### config.mk
export PLATFORM = sky130hd
export DESIGN_NAME = ilv_mem_top
export DESIGN_NICKNAME = d
export VERILOG_FILES = /design/src/rtl/ilv_pkg.sv /design/src/rtl/ilv_addr_map.sv /design/src/rtl/ilv_bank.sv /design/src/rtl/ilv_rd_sel.sv /design/src/rtl/ilv_mem_top.sv
export SDC_FILE = /design/constraint.sdc
export NUM_CORES = 1
export LEC_CHECK = 0
export BUFFER_PORTS_ARGS = -buffer_cell sky130_fd_sc_hd__buf_2
export CAP_MARGIN = 10
export CORE_ASPECT_RATIO = 1.2
export CORE_UTILIZATION = 38
export CTS_CLUSTER_DIAMETER = 50
export DETAILED_ROUTE_END_ITERATION = 12
export REMOVE_ABC_BUFFERS = 1
export SKIP_LAST_GASP = 1
export SYNTH_ARGS = -nofsm -noshare
export SYNTH_HDL_FRONTEND = slang
export SYNTH_HIERARCHICAL = 1
export SYNTH_SLANG_ARGS = --single-unit
### constraint.sdc
create_clock -name clk -period 2 [get_ports clk]
set_clock_uncertainty 0.15 [all_clocks]
set_input_delay 0.1 -clock clk [delete_from_list [all_inputs] [get_ports clk]]
set_output_delay 0.1 -clock clk [all_outputs]
set_load 0.02 [all_outputs]
### src/rtl/ilv_pkg.sv
package ilv_pkg;
  typedef enum logic {
    MAP_CONTIG   = 1'b0,
    MAP_EVEN_ODD = 1'b1
  } map_mode_e;

  localparam int NUM_BANKS = 2;
endpackage

### src/rtl/ilv_addr_map.sv
module ilv_addr_map
  import ilv_pkg::*;
#(
  parameter int ADDR_W = 4,
  localparam int LOC_W = ADDR_W - 1
) (
  input  map_mode_e             mode,
  input  logic [ADDR_W-1:0]     addr,
  input  logic                  ce,
  output logic [NUM_BANKS-1:0]  bank_en,
  output logic                  bank_idx,
  output logic [LOC_W-1:0]      loc_addr
);
  always_comb begin
    unique case (mode)
      MAP_CONTIG: begin
        bank_idx = addr[ADDR_W-1];
        loc_addr = addr[ADDR_W-2:0];
      end
      default: begin
        bank_idx = addr[0];
        loc_addr = addr[ADDR_W-1:1];
      end
    endcase
  end

  // One enable per bank, gated by the global chip enable
  generate
    for (genvar b = 0; b < NUM_BANKS; b++) begin : g_en
      assign bank_en[b] = ce && (bank_idx == b[0]);
    end
  endgenerate
endmodule

### src/rtl/ilv_bank.sv
module ilv_bank #(
  parameter int LOC_W  = 3,
  parameter int DATA_W = 2,
  localparam int DEPTH = 2 ** LOC_W
) (
  input  logic              clk,
  input  logic              en,
  input  logic              we,
  input  logic [LOC_W-1:0]  addr,
  input  logic [DATA_W-1:0] wdata,
  output logic [DATA_W-1:0] q
);
  logic [DATA_W-1:0] mem [DEPTH];

  // Read-first single-port RAM, no reset on the array
  always_ff @(posedge clk) begin
    if (en) begin
      if (we) mem[addr] <= wdata;
      q <= mem[addr];
    end
  end
endmodule

### src/rtl/ilv_rd_sel.sv
module ilv_rd_sel
  import ilv_pkg::*;
#(
  parameter int DATA_W = 2
) (
  input  logic                             clk,
  input  logic                             rst,
  input  logic                             rd_req,
  input  logic                             bank_idx,
  input  logic [NUM_BANKS-1:0][DATA_W-1:0] bank_q,
  output logic [DATA_W-1:0]                rdata
);
  logic rd_vld;
  logic sel_q;

  always_ff @(posedge clk) begin
    if (rst) begin
      rd_vld <= 1'b0;
      sel_q  <= 1'b0;
    end else begin
      rd_vld <= rd_req;
      sel_q  <= bank_idx;
    end
  end

  assign rdata = rd_vld ? bank_q[sel_q] : '0;
endmodule

### src/rtl/ilv_mem_top.sv
module ilv_mem_top
  import ilv_pkg::*;
#(
  parameter int ADDR_W = 4,
  parameter int DATA_W = 2
) (
  input  logic              clk,
  input  logic              rst,
  input  logic              map_sel,
  input  logic [ADDR_W-1:0] addr,
  input  logic [DATA_W-1:0] wdata,
  input  logic              we,
  input  logic              ce,
  input  logic              oe,
  output logic [DATA_W-1:0] rdata
);
  localparam int LOC_W = ADDR_W - 1;

  logic [NUM_BANKS-1:0]             bank_en;
  logic                             bank_idx;
  logic [LOC_W-1:0]                 loc_addr;
  logic [NUM_BANKS-1:0][DATA_W-1:0] bank_q;

  ilv_addr_map #(.ADDR_W(ADDR_W)) u_map (
    .mode     (map_mode_e'(map_sel)),
    .addr     (addr),
    .ce       (ce),
    .bank_en  (bank_en),
    .bank_idx (bank_idx),
    .loc_addr (loc_addr)
  );

  generate
    for (genvar b = 0; b < NUM_BANKS; b++) begin : g_bank
      ilv_bank #(.LOC_W(LOC_W), .DATA_W(DATA_W)) u_bank (
        .clk   (clk),
        .en    (bank_en[b]),
        .we    (we),
        .addr  (loc_addr),
        .wdata (wdata),
        .q     (bank_q[b])
      );
    end
  endgenerate

  ilv_rd_sel #(.DATA_W(DATA_W)) u_rd (
    .clk      (clk),
    .rst      (rst),
    .rd_req   (ce && oe),
    .bank_idx (bank_idx),
    .bank_q   (bank_q),
    .rdata    (rdata)
  );
endmodule

==> results.toml <==
[timing]
timing.fmax_mhz = 616
period_needed_ns = 1.62
setup_tns_ns = 0
rsz0062_at_grt = "false"
relSlewSlack_pct = 72.4
slew_violations = 0
fin_hold_ws_ns = 0.00278
min_period_over_period_pct = 81.2
final_hold_viol_count = 0
setup_ws_ns = 0.377
setup_viol = 0
tightest_slew_ns = 0.414

[clock_tree]
cts_tree = "yes"
post_cts_resized = 0
cts_root_buf = "clkbuf_8"
cts_num_sinks = 38
cts_setup_buffers = 0
clk_latency_ns = 0.27
path_clk_slew_ns = 0.07
cts.path.max_buffers = 2
cts_made_buffers = 5
cts_hold_buffers = 1
h-tree-depth = 2

[synthesis]
synth_edf_count = 36
syn_area_per_cell_um2 = 15.0
yosysUniqueCellTypes = 20
async_flop_share_pct = 0
yosys-top-cells-area = "edfxtp_1 64%, mux4_1 6.3%, mux2i_1 4.2%"
yosysMostFrequentCell = "edfxtp_1"
synth.cells.most_frequent = "36 x edfxtp_1, 12 x nor2_1, 7 x mux2i_1"
synth_top_cell_by_area = "edfxtp_1"
ys_ff_latch = 38
ys_warn_count = 6
syn_inst = 112
synth_top_area_share_pct = 64.4
synth_ff_type = "edfxtp_1"
yosysSeqAreaShare_pct = 66.8
syn_area_um2 = 1680

[final_layout]
n_fill_cell = 367
finalNetCount = 142
stdcell_count = 187
multi_input_area_um2 = 500
antenna_cells = 0
area_growth_pct = 15.7
final_util_pct = 45.5
finalInstanceArea_um2 = 1940
drive_above_1_share_pct = 21.4
register_area_um2 = 1120

[floorplanning]
die_x_um = 62.7
core_area_um2 = 4260
placementRows = 26
die_area_um2 = 4690
ios = 14
initial_core_util_pct = 39.4
die_y_um = 74.8

[critical_path]
cp-start-kind = "primary input"
reg2regPathDepth = 2
critPathMaxFanout = 12
cp_data_arrival_time_ns = 1.50
crit_path_start = "map_sel"
end_kind = "register"
criticalPathCategory = "in -> reg"
required_ns = 1.88
reg2reg_from = "g_bank[1].u_bank/mem[3][1]"

[global_routing]
grt_most_used_layer = "met2"
grt.met1_usage_pct = 14.9
use_met3_pct = 3.33
grtUsageMet2_pct = 22.6
overflow = 0
grt_pass1_vias = 947
grt.total_usage_pct = 13.1
grt_max_degree = 21
antenna_found_initial = 0
grt_pass1_wl_um = 4450

[placed_design]
port_buffers = 13
placed_cells = 178
hpwl_um = 2020
dpl_cell_area_um2 = 1800
pre_cts_ws_ns = 0.0855
place.gp.congestion = 0.799

[power_and_ir_drop]
p_leak_nw = 0.684
power_density_nw_per_um2 = 915
ir_drop_uv = 395
finalPower_mw = 1.78

[route]
wl_per_cell_um = 15.2
num_vias = 961
post-route-drc-count = 0
routed_via_density = 5.14
dr.pass1.iters = 4
wirelength_um = 2840
drt-initial-drc-count = 54
final_antenna_net_count = 0

[hold_path]
min_path_cells = 3
hp-start = "oe"
min-delay-path-class = "in -> reg"

[status]
status = "complete, no violations"

[job]
maxCapViolCount = 0
## report_power, final
| part | internal [mW] | leakage [nW] | switching [mW] | total [mW] |
|---|---|---|---|---|
| Sequential | 0.890 | 0.343 | 0.00580 | 0.896 |
| Combinational | 0.0632 | 0.276 | 0.0778 | 0.141 |
| Clock | 0.493 | 0.0658 | 0.246 | 0.739 |
| Total | 1.45 | 0.684 | 0.330 | 1.78 |
## state kept, by name, indices dropped and copies added, names as in the netlist
register,cells
g_bank.u_bank/mem,32
u_rd/rd_vld,1
u_rd/sel_q,1
g_bank.u_bank/q,4
## cells by family after synthesis
family	synth area share (%)
muxes	13.8
DFF	66.8
and+or+nand+nor	12.0
buffers and inverters	3.36
AOI/OAI and AO/OA	4.03
## metal layers
layer	wire length [um]	share of wire, %
met4	65	2.3
met1	1270	45
met5	0	0
met3	110	3.9
met2	1400	49
## cell usage in the layout (no fill, tap or decap), types with 5 or more instances in the layout
master    instances
inv_1             5
mux2_2            5
edfxtp_1         36
nor2b_1           5
clkbuf_8          5
nor2_1           12
mux2i_1           7
buf_2            13
## cell type report
cell class | instances | area share [%]
sequential | 38 | 57.8
timing repair buffer | 17 | 5.03
inverter | 5 | 0.967
multi-input combinational | 63 | 25.8
clock buffer | 5 | 3.55
clock inverter | 3 | 3.29
tap | 56 | 3.61
## worst paths after layout
path / slack [ns] / to
max: 0.38 / g_bank[0].u_bank/q[1]
min: 0.003 / u_rd/rd_vld
max reg2reg: 0.45 / g_bank[1].u_bank/q[1]
min reg2reg: 0.55 / g_bank[1].u_bank/q[0]
## worst max-delay path, cell delays in order
cell and delay (ns):
buf_2 0.13, mux2_2 0.41, mux4_1 0.59, mux2_2 0.27
Note: power is estimated with default switching activity, not from simulation.
